[config.mk]
export PLATFORM = sky130hd
export DESIGN_NAME = aluFlagUnit
export DESIGN_NICKNAME = d
export VERILOG_FILES = /design/src/rtl/aluPkg.sv /design/src/rtl/aluCtrl.sv /design/src/rtl/aluCore.sv /design/src/rtl/aluDatapath.sv /design/src/rtl/aluFlagUnit.sv
export SDC_FILE = /design/constraint.sdc
export NUM_CORES = 1
export LEC_CHECK = 0
export BUFFER_PORTS_ARGS = -buffer_cell sky130_fd_sc_hd__buf_2
export CORE_MARGIN = 10
export CORE_UTILIZATION = 63
export CTS_CLUSTER_DIAMETER = 50
export DETAILED_ROUTE_END_ITERATION = 7
export PLACE_DENSITY = 0.84
export SLEW_MARGIN = 20
export SYNTH_ARGS = -nofsm -noshare
export SYNTH_HDL_FRONTEND = slang
export SYNTH_SLANG_ARGS = --single-unit
[constraint.sdc]
create_clock -name clk -period 1.3 [get_ports clk]
set_clock_uncertainty 0.1 [all_clocks]
set_input_delay 0.13 -clock clk [delete_from_list [all_inputs] [get_ports clk]]
set_output_delay 0.13 -clock clk [all_outputs]
set_load 0.01 [all_outputs]
[src/rtl/aluPkg.sv]
package aluPkg;

  typedef enum logic [4:0] {
    OP_MOVE   = 5'd0,
    OP_CMP    = 5'd1,
    OP_BITT   = 5'd2,
    OP_BITC   = 5'd3,
    OP_BITS   = 5'd4,
    OP_ADDSUB = 5'd5,
    OP_SWAP   = 5'd6,
    OP_CLR    = 5'd7,
    OP_COM    = 5'd8,
    OP_INC    = 5'd9,
    OP_DEC    = 5'd10,
    OP_NEG    = 5'd11,
    OP_ADC    = 5'd12,
    OP_SBC    = 5'd13,
    OP_TST    = 5'd14,
    OP_ROR    = 5'd15,
    OP_ROL    = 5'd16,
    OP_ASR    = 5'd17,
    OP_ASL    = 5'd18,
    OP_SXT    = 5'd19
  } aluOp_e;

  typedef enum logic [4:0] {
    FN_NONE, FN_PASS, FN_CMP, FN_AND, FN_BIC, FN_BIS, FN_ADD, FN_SUB,
    FN_SWAP, FN_CLR, FN_COM, FN_INC, FN_DEC, FN_NEG, FN_ADC, FN_SBC,
    FN_TST, FN_ROR, FN_ROL, FN_ASR, FN_ASL, FN_SXT
  } aluFn_e;

  typedef struct packed {
    aluFn_e fn;
    logic   wide;
    logic   wrEn;
  } aluCtrl_t;

  localparam int FLG_N = 3;
  localparam int FLG_Z = 2;
  localparam int FLG_V = 1;
  localparam int FLG_C = 0;

endpackage

[src/rtl/aluCtrl.sv]
module aluCtrl
  import aluPkg::*;
(
  input  logic [4:0] opSel,
  input  logic       byteMode,
  output aluCtrl_t   ctrl
);

  always_comb begin
    ctrl.fn   = FN_NONE;
    ctrl.wide = !byteMode;
    ctrl.wrEn = 1'b1;
    case (opSel)
      OP_MOVE: ctrl.fn = FN_PASS;
      OP_CMP: begin
        ctrl.fn   = FN_CMP;
        ctrl.wrEn = 1'b0;
      end
      OP_BITT: begin
        ctrl.fn   = FN_AND;
        ctrl.wrEn = 1'b0;
      end
      OP_BITC: ctrl.fn = FN_BIC;
      OP_BITS: ctrl.fn = FN_BIS;
      OP_ADDSUB: begin
        // byte select means subtract here, never a narrow width
        ctrl.fn   = byteMode ? FN_SUB : FN_ADD;
        ctrl.wide = 1'b1;
      end
      OP_SWAP: begin
        ctrl.fn   = FN_SWAP;
        ctrl.wide = 1'b1;
      end
      OP_CLR: ctrl.fn = FN_CLR;
      OP_COM: ctrl.fn = FN_COM;
      OP_INC: ctrl.fn = FN_INC;
      OP_DEC: ctrl.fn = FN_DEC;
      OP_NEG: ctrl.fn = FN_NEG;
      OP_ADC: ctrl.fn = FN_ADC;
      OP_SBC: ctrl.fn = FN_SBC;
      OP_TST: begin
        ctrl.fn   = FN_TST;
        ctrl.wrEn = 1'b0;
      end
      OP_ROR: ctrl.fn = FN_ROR;
      OP_ROL: ctrl.fn = FN_ROL;
      OP_ASR: ctrl.fn = FN_ASR;
      OP_ASL: ctrl.fn = FN_ASL;
      OP_SXT: begin
        ctrl.fn   = FN_SXT;
        ctrl.wide = 1'b1;
      end
      default: begin
        ctrl.fn   = FN_NONE;
        ctrl.wrEn = 1'b0;
      end
    endcase
  end

endmodule

[src/rtl/aluCore.sv]
module aluCore
  import aluPkg::*;
#(
  parameter int W = 16
) (
  input  aluFn_e       fn,
  input  logic [W-1:0] a,
  input  logic [W-1:0] b,
  input  logic [3:0]   flagsIn,
  output logic [W-1:0] res,
  output logic [3:0]   flags
);

  localparam int MSB = W - 1;
  localparam int HW  = W / 2;
  localparam logic [W-1:0] ONE  = {{(W-1){1'b0}}, 1'b1};
  localparam logic [W-1:0] MINV = {1'b1, {(W-1){1'b0}}};
  localparam logic [W-1:0] MAXP = ~MINV;
  localparam logic [W-1:0] ALL1 = '1;

  logic         nIn, zIn, vIn, cIn;
  logic         nzUpd, v, c;
  logic [W:0]   ext;
  logic [W-1:0] cExt;

  assign nIn  = flagsIn[FLG_N];
  assign zIn  = flagsIn[FLG_Z];
  assign vIn  = flagsIn[FLG_V];
  assign cIn  = flagsIn[FLG_C];
  assign cExt = {{(W-1){1'b0}}, cIn};

  always_comb begin
    res   = b;
    nzUpd = 1'b1;
    v     = vIn;
    c     = cIn;
    ext   = '0;
    case (fn)
      FN_PASS: begin
        res = a;
        v   = 1'b0;
      end
      FN_CMP: begin
        ext = {1'b0, a} - {1'b0, b};
        res = ext[W-1:0];
        c   = ext[W];
        v   = (a[MSB] ^ b[MSB]) & (ext[MSB] ^ a[MSB]);
      end
      FN_AND: begin
        res = a & b;
        v   = 1'b0;
      end
      FN_BIC: begin
        res = ~a & b;
        v   = 1'b0;
      end
      FN_BIS: begin
        res = a | b;
        v   = 1'b0;
      end
      FN_ADD: begin
        ext = {1'b0, b} + {1'b0, a};
        res = ext[W-1:0];
        c   = ext[W];
        v   = ~(a[MSB] ^ b[MSB]) & (ext[MSB] ^ b[MSB]);
      end
      FN_SUB: begin
        ext = {1'b0, b} - {1'b0, a};
        res = ext[W-1:0];
        c   = ext[W];
        v   = (a[MSB] ^ b[MSB]) & (ext[MSB] ^ b[MSB]);
      end
      FN_SWAP: begin
        res = {b[HW-1:0], b[W-1:HW]};
        v   = 1'b0;
        c   = 1'b0;
      end
      FN_CLR: begin
        res = '0;
        v   = 1'b0;
        c   = 1'b0;
      end
      FN_COM: begin
        res = ~b;
        v   = 1'b0;
        c   = 1'b1;
      end
      FN_INC: begin
        res = b + ONE;
        v   = (b == MAXP);
      end
      FN_DEC: begin
        res = b - ONE;
        v   = (b == MINV);
      end
      FN_NEG: begin
        res = ~b + ONE;
        v   = (b == MINV);
        c   = (b != '0);
      end
      FN_ADC: begin
        res = b + cExt;
        v   = cIn & (b == MAXP);
        c   = cIn & (b == ALL1);
      end
      FN_SBC: begin
        res = b - cExt;
        v   = cIn & (b == MINV);
        c   = cIn & (b == '0);
      end
      FN_TST: res = b;
      FN_ROR: begin
        res = {cIn, b[MSB:1]};
        c   = b[0];
        v   = cIn ^ b[0];
      end
      FN_ROL: begin
        res = {b[MSB-1:0], cIn};
        c   = b[MSB];
        v   = b[MSB-1] ^ b[MSB];
      end
      FN_ASR: begin
        res = {b[MSB], b[MSB:1]};
        c   = b[0];
        v   = b[MSB] ^ b[0];
      end
      FN_ASL: begin
        res = {b[MSB-1:0], 1'b0};
        c   = b[MSB];
        v   = b[MSB-1] ^ b[MSB];
      end
      FN_SXT: begin
        res = {W{nIn}};
        v   = 1'b0;
      end
      default: begin
        res   = b;
        nzUpd = 1'b0;
      end
    endcase
  end

  always_comb begin
    flags[FLG_N] = nzUpd ? res[MSB] : nIn;
    flags[FLG_Z] = nzUpd ? (res == '0) : zIn;
    flags[FLG_V] = v;
    flags[FLG_C] = c;
  end

endmodule

[src/rtl/aluDatapath.sv]
module aluDatapath
  import aluPkg::*;
#(
  parameter int DATA_W = 16
) (
  input  logic              clk,
  input  logic              rstN,
  input  logic              inValid,
  input  aluCtrl_t          ctrl,
  input  logic [DATA_W-1:0] srcVal,
  input  logic [DATA_W-1:0] dstVal,
  input  logic [3:0]        flagsIn,
  output logic              outValid,
  output logic [DATA_W-1:0] result,
  output logic              writeEn,
  output logic [3:0]        flagsOut
);

  localparam int HALF = DATA_W / 2;

  logic [DATA_W-1:0] wordRes, nextRes;
  logic [HALF-1:0]   byteRes;
  logic [3:0]        wordFlg, byteFlg, nextFlg;

  aluCore #(.W(DATA_W)) wordCore (
    .fn(ctrl.fn), .a(srcVal), .b(dstVal), .flagsIn(flagsIn),
    .res(wordRes), .flags(wordFlg)
  );

  aluCore #(.W(HALF)) byteCore (
    .fn(ctrl.fn), .a(srcVal[HALF-1:0]), .b(dstVal[HALF-1:0]),
    .flagsIn(flagsIn), .res(byteRes), .flags(byteFlg)
  );

  always_comb begin
    if (ctrl.wide) begin
      nextRes = wordRes;
      nextFlg = wordFlg;
      if (ctrl.fn == FN_SWAP) begin
        // swapped word reports N and Z from its new low byte
        nextFlg[FLG_N] = wordRes[HALF-1];
        nextFlg[FLG_Z] = (wordRes[HALF-1:0] == '0);
      end
    end else begin
      nextRes = {dstVal[DATA_W-1:HALF], byteRes};
      nextFlg = byteFlg;
    end
  end

  always_ff @(posedge clk or negedge rstN) begin
    if (!rstN) begin
      outValid <= 1'b0;
      writeEn  <= 1'b0;
      result   <= '0;
      flagsOut <= '0;
    end else if (inValid) begin
      outValid <= 1'b1;
      writeEn  <= ctrl.wrEn;
      result   <= nextRes;
      flagsOut <= nextFlg;
    end else begin
      outValid <= 1'b0;
      writeEn  <= 1'b0;
    end
  end

endmodule

[src/rtl/aluFlagUnit.sv]
module aluFlagUnit
  import aluPkg::*;
#(
  parameter int DATA_W = 16
) (
  input  logic              clk,
  input  logic              rstN,
  input  logic              inValid,
  input  logic [4:0]        opSel,
  input  logic              byteMode,
  input  logic [DATA_W-1:0] srcVal,
  input  logic [DATA_W-1:0] dstVal,
  input  logic [3:0]        flagsIn,
  output logic              outValid,
  output logic [DATA_W-1:0] result,
  output logic              writeEn,
  output logic [3:0]        flagsOut
);

  aluCtrl_t ctrl;

  aluCtrl ctrlUnit (
    .opSel(opSel), .byteMode(byteMode), .ctrl(ctrl)
  );

  aluDatapath #(.DATA_W(DATA_W)) dataUnit (
    .clk(clk), .rstN(rstN), .inValid(inValid), .ctrl(ctrl),
    .srcVal(srcVal), .dstVal(dstVal), .flagsIn(flagsIn),
    .outValid(outValid), .result(result), .writeEn(writeEn),
    .flagsOut(flagsOut)
  );

endmodule

==> results of run 1 <==
-- metrics by stage --
| step | setup WS (ps) | hold slack, ps |
|---|---|---|
| detailed placement | -2440 | -2.27 |
| global placement | -2260 | -4.30 |
| floorplan | -1970 | -266 |
-- synth_stat cells (17+ instances only) --
| cell type | instances |
|---|---|
| o21ai_0 | 59 |
| buf_2 | 24 |
| nor2b_1 | 23 |
| ha_1 | 82 |
| a31oi_1 | 18 |
| xnor2_1 | 26 |
| o21a_1 | 17 |
| nor4_1 | 17 |
| nor2_1 | 80 |
| dfrtp_1 | 22 |
| nand3_1 | 35 |
| nor3_1 | 37 |
| clkbuf_1 | 26 |
| nand2_1 | 82 |
| a21oi_1 | 72 |
| inv_1 | 55 |
-- cells by family after synthesis --
group	count (synthesis)	synth area share [%]
AO/OA/AOI/OAI	363	34.9
XOR/XNOR	38	4.47
adder cells (fa/ha/maj)	86	14.8
buffers and inverters	130	8.46
flip-flops	22	7.39
multiplexers	11	1.54
AND/OR/NAND/NOR	384	28.4
==> run metrics, run 1 <==
Post-synth ARST share=100%; last stage reached=clock tree synthesis (4_1_cts); post-synth cell types=102; flops & latches, synth=22; number of synthesized flops with an enable pin=0; Err=[ERROR DPL-0038] Utilization greater than 100%, impossible to legalize; Ports=67; cts hold-fix bufs=1; die height=129 µm; postcts setup bufs=37; Syn. warnings=0; status=stopped before the end; initial cell density of the core=64.7%; CTS Root Cell=clkbuf_16; Cells after DPL=1557; Cell Area, Placed=0.0111 mm²; chip width=129 µm; Mean Syn Cell Area=7.21 µm²; H-tree levels=1; post_cts resized=143; Syn Inst Count=1034; CTS sink cnt=22; Synth Flop Type=dfrtp_1; Num CTS Buffers=3; sequential fraction of the synthesis area=7.39%; post-DP HPWL=35400 µm; Port Buffer Count=66; Rows=39; Final GP Congestion=1.18; Post-Syn Area=0.00745 mm²; area leader, netlist=ha_1; Area contributors post-synth=ha_1, dfrtp_1, a21oi_1, nand2_1, nor2_1; Synth top area share=13.8%; net count after synthesis=1165; clock buffer depth=2
==> inputs of run 2 (changes only) <==
CORE_UTILIZATION = 40   (was 63)
CTS_CLUSTER_DIAMETER = unset   (was 50)
PLACE_DENSITY = unset   (was 0.84)
PLACE_DENSITY_LB_ADDON = 0.15   (was unset)
==> run 2 against run 1 <==
  * The flow now finishes, with violations (setup timing)
  * Synthesized cell count did not move
  * Synthesized area did not move
==> run metrics, run 2 <==
post-synth cell types=102; Critical R2R Launch=dataUnit.flagsOut[2]; Crit Path Category=primary input to register; Worst Setup End Kind=register; First-pass DRT Iterations=6; unrepaired setup endpoints after global routing=yes; Setup Total Neg Slack=-27350 ps; post-DP HPWL=32100 µm; post-route setup slack=-1800 ps; hold crit path type=primary input to register; max reg flops=16; Pleak=0.00541 µW; vias in the first global route=10000; post-route design area=0.0124 mm²; Ant. Diodes=0; CTS sink cnt=22; GRT overflow=0; PwrDens=525 mW/mm²; failing checks=setup timing; Syn. warnings=0; post-layout util=68.1%; Clk pwr share=10.9%; setup violators final=20; Rows=49; status=complete, but fails checks; final slew viol count=0; number of synthesized flops with an enable pin=0; Synth Flop Type=dfrtp_1; die area=0.0245 mm²; Clock Latency Late Sink=250 ps; worst slew pin tran=779 ps; WL final=38800 µm; number of cells on the worst reg-to-reg path=4; commonest non-fill, non-tap cell in the layout=buf_4; startpoint types=primary input; most frequent cells after synthesis=ha_1, nand2_1, nor2_1; layout cell share with drive strength beyond 1=48.5%; vias per cell=6.12; CP Cell Sequence=buf_6 > nor3b_4 > a31oi_4 > nor2_4 > ha_1 > buf_4 > o21a_1 > o31a_1 > buf_4 > buf_4 > o22ai_2 > nor4b_2 > and3b_1 > nand3_2 > a2111oi_4 > nand3_1 > o31ai_2; combinational share of power=76.3%; Num CTS Buffers=3; Area Growth Syn to Fin=65.9%; cell-internal power=3610 µW; Post-Syn Area=0.00745 mm²; clock buffer depth=2; Critical Path AT=3160 ps; flops & latches, synth=22; Cell Area, Placed=0.0113 mm²; CP endpoint=dataUnit.flagsOut[2]; share of power burned in registers=12.8%; Ports=67; Worst R2R End=dataUnit.flagsOut[2]; Synth top area share=13.8%; Peak VDD IR=383 µV; CP max stage cell=nor4b_2; CP required=1370 ps; CTS Root Cell=clkbuf_16; crit path max fanout=6; net count after synthesis=1165; Biggest register=dataUnit.result; chip width=156 µm; Area contributors post-synth=ha_1, dfrtp_1, a21oi_1, nand2_1, nor2_1; Port Buffer Count=66; initial cell density of the core=41.1%; Switching Share=44.4%; Mean Syn Cell Area=7.21 µm²; WL/cell=22.9 µm; sequential fraction of the synthesis area=7.39%; Core Area=0.0181 mm²; worst rel slew slack=47.6%; largest net degree at the start of global routing=27; drt drc=0; Post-synth ARST share=100%; Critical Path Source=opSel[2]; R2R Setup Slk=160 ps; Crit path largest cell delay=290 ps; Final GP Congestion=1.06; clk slew on worst S/H paths=60 ps; via count=10400; H-tree levels=1; Final Critical Period=3100 ps; most frequent cells in the layout=buf_4, nor2_1, nand2_1, a21oi_1, buf_2; area leader, netlist=ha_1; die height=156 µm; Psw=2880 µW; total track usage=30.3%; Syn Inst Count=1034; initial antenna violation count=0; first-pass GRT wire length=58200 µm; pre-CTS setup slack=-2260 ps; CP most frequent cell=buf_4; final worst-path cycle share=238%; FMAX=323 MHz; TritonCTS clock tree=done; largest registers=dataUnit.result x16, dataUnit.flagsOut x4; total power=6490 µW; Hold Vio Cnt, Final=0; post-route ant nets=0; Max-Cap Viols=0; 1st-iter DRT viols=1115; Final nets=1595
[run 2: per-layer routing]
metal	vias to the layer above	routed length (µm)	GRT usage (%)
li1	4770	-	-
met1	4865	15800	39.5
met2	603	17000	47.9
met3	115	4350	6.77
met4	0	1630	11.3
met5	-	0	0
[run 2: worst max-delay path: cells and delay by family]
family                     cells  cell delay (ps)
buffers and inverters          4              490
AOI/OAI and AO/OA              6              930
adders and majority gates      1              250
and+or+nand+nor                6             1360
[run 2: worst min path at each step]
stage / start / end / slack [ps] / cells past startpoint
3_3_place_gp: rstN / dataUnit.result[0] / 10 / 1
5_1_grt: flagsIn[1] / dataUnit.flagsOut[1] / 100 / 3
6_report: flagsIn[1] / dataUnit.flagsOut[1] / 90 / 3
4_1_cts: flagsIn[1] / dataUnit.flagsOut[1] / 110 / 3
3_5_place_dp: rstN / dataUnit.result[0] / 5 / 1
2_1_floorplan: rstN / dataUnit.flagsOut[0] / -270 / 0
[run 2: timing repair]
item | 4_1_cts | 5_1_grt
buffers inserted | 17 | 9
pin swaps | 54 | 46
hold buffers | 1 | 0
hold endpoints to repair | 22 | 0
endpoints found under the setup margin | 21 | 21
gates resized for setup | 105 | 61
[run 2: area by class of cell]
class                   count  area, µm²
fillers                  1544       5790
inverters                  57        262
clock buffers               4       88.8
flip-flops and latches     22        551
repair buffers            498       3860
well taps                 229        287
multi-input cells         882       7320
[run 2: through the flow]
step                      std cells  hold WS, ps
after global placement         1663         9.51
after global routing           1692          103
after detailed placement       1663         5.27
after CTS                      1685          111
after floorplan                1034         -266
final                          1692         89.0
[run 2: power by group through the flow]
stage | Combinational, µW | Clock (µW) | Sequential, µW
finish | 4950 | 705 | 830
CTS | 4670 | 713 | 830
floorplan | 2280 | 0 | 891
global route | 5260 | 727 | 843
detailed placement | 4370 | 0 | 841
global placement | 4350 | 0 | 835
[run 2: cells by family (layout without fill, tap and decap cells)]
family / after synthesis / in the layout / synth area share [%]
adder cells (fa/ha/maj): 86 / 86 / 14.8
XOR/XNOR: 38 / 38 / 4.47
AO/OA/AOI/OAI: 363 / 363 / 34.9
buffers and inverters: 130 / 559 / 8.46
multiplexers: 11 / 11 / 1.54
flip-flops: 22 / 22 / 7.39
AND/OR/NAND/NOR: 384 / 384 / 28.4
Note: power is estimated with default switching activity, not from simulation.
==> inputs of run 3 (changes only) <==
CTS_BUF_LIST = sky130_fd_sc_hd__clkbuf_8   (was unset)
clock period = 2.65 ns   (was 1.3 ns; I/O delays follow)
==> run 3 against run 2 <==
  * The run still ends with setup timing left
  * Via count down 0.77%
  * Global-route usage down 0.53 points
  * Power down 53%
  * Non-clock buffer count down 19
  * Flip-flop and latch count unchanged
  * Die area unchanged
  * Sequential share of layout area up 0.11 points
  * First-iteration DRC count up 3.0%
  * Sequential power down 51%
==> run metrics, run 3 (synthesis results as in run 2) <==
status=complete, but fails checks; failing checks=setup timing; worst rel slew slack=47.1%; PwrDens=252 mW/mm²; 1st-iter DRT viols=1148; Final Critical Period=3230 ps; layout cell share with drive strength beyond 1=47.0%; first-pass GRT wire length=57200 µm; die height=156 µm; Area Growth Syn to Fin=61.7%; FF/Latch Area=551 µm²; Hold Path Depth=2; setup violators final=13; startpoint types=primary input; First-pass DRT Iterations=6; Rows=49; vias in the first global route=9875; Biggest register=dataUnit.result; initial cell density of the core=41.1%; largest registers=dataUnit.result x16, dataUnit.flagsOut x4; die area=0.0245 mm²; area occupied by multi-input gates=0.00724 mm²; Pleak=0.00528 µW; initial antenna violation count=0; WL final=38200 µm; Worst Setup End Kind=register; post-DP HPWL=31200 µm; total power=3030 µW; CP max stage cell=a211oi_4; Port Buffer Count=66; Num CTS Buffers=3; Ports=67; H-tree levels=1; Crit Path Category=primary input to register; Ant. Diodes=0; crit path max fanout=7; final worst-path cycle share=122%; vias per cell=6.14; commonest non-fill, non-tap cell in the layout=buf_4; Max-Cap Viols=0; pre-CTS setup slack=-1030 ps; clk slew on worst S/H paths=70 ps; Clock Latency Late Sink=270 ps; most frequent cells in the layout=buf_4, nand2_1, nor2_1, a21oi_1, ha_1; largest net degree at the start of global routing=37; post-layout util=66.4%; final slew viol count=0; CTS Root Cell=clkbuf_8; Hold Vio Cnt, Final=0; GRT overflow=0; hold crit path type=primary input to register; Critical Path AT=3320 ps; TritonCTS clock tree=done; post-route ant nets=0; final hold slack=142 ps; clock buffer depth=2; CP most frequent cell=nor2_1; Peak VDD IR=170 µV; unrepaired setup endpoints after global routing=yes; Fillers=1593; Core Area=0.0181 mm²; FMAX=309 MHz; post-route setup slack=-582 ps; Final GP Congestion=1.05; CTS sink cnt=22; Final nets=1576; via count=10300; WL/cell=22.8 µm; number of cells on the worst reg-to-reg path=4; drt drc=0; chip width=156 µm; CP required=2740 ps; total track usage=29.8%; CP Cell Sequence=buf_8 > nor3b_4 > a31oi_4 > nor2_4 > buf_6 > ha_4 > a211oi_4 > buf_4 > nor2_1 > nor2_1 > o32a_1 > nand4_1 > and3b_1 > nand3_2 > a2111oi_4 > nand3_1 > o31ai_2; Crit path largest cell delay=290 ps; worst slew pin tran=791 ps; max reg flops=16
[run 3: changes by cell type in the layout (fill, tap and decap cells not counted), moves of 5 or more]
cell     before  now
buf_12       13    7
buf_6        20   28
buf_4       403  387
o21ai_4       0    5
[run 3: stage by stage]
step	instances	area, µm²	setup TNS [ps]
5_1_grt	1673	12100	-5950
4_1_cts	1665	11600	-3890
6_report	1673	12100	-4460
2_1_floorplan	1034	7790	-6020
3_5_place_dp	1642	10900	-11270
3_3_place_gp	1642	10900	-10360
[run 3: layout make-up]
class,instances,share of cell area [%]
sequential,22,4.57
tap,229,2.38
inverter,57,2.11
timing repair buffer,479,30.4
clock buffer,4,0.457
multi-input combinational,882,60.1
[run 3: path summary, 6_finish.rpt]
kind | startpoint | to | slack, ps
max | opSel[2] | dataUnit.flagsOut[2] | -580
min | inValid | dataUnit.flagsOut[3] | 140
max reg2reg | dataUnit.flagsOut[2] | dataUnit.flagsOut[2] | 1450
min reg2reg | dataUnit.result[0] | dataUnit.result[0] | 400
max in group asynchronous | rstN | dataUnit.result[13] | 1750
min in group asynchronous | rstN | dataUnit.result[2] | 370
[run 3: layer usage]
layer / part of all wire [%] / global-route usage (%) / vias up / wire [µm]
met5: 0 / 0 / - / 0
met4: 4.1 / 11.0 / 0 / 1580
met1: 41 / 38.4 / 4867 / 15800
li1: - / - / 4736 / -
met3: 10 / 6.50 / 108 / 3930
met2: 44 / 47.8 / 562 / 16900
[run 3: where the power goes]
group          leakage [µW]  internal (µW)  switching (µW)
sequential         0.000253            383            22.5
combinational       0.00500           1130            1250
clock             0.0000288            133             109
total               0.00528           1650            1380
[run 3: critical path: cells and delay by family]
kind	cells	cell delay, ps
and+or+nand+nor	8	1350
AOI/OAI and AO/OA	5	1080
buffers and inverters	3	410
adders and majority gates	1	210
[run 3: repair_timing]
action	4_1_cts	5_1_grt
hold endpoints to repair	22	0
resized for setup	133	72
setup endpoints to repair	14	17
pin swaps	86	59
setup buffers	22	12
hold buffers	1	0
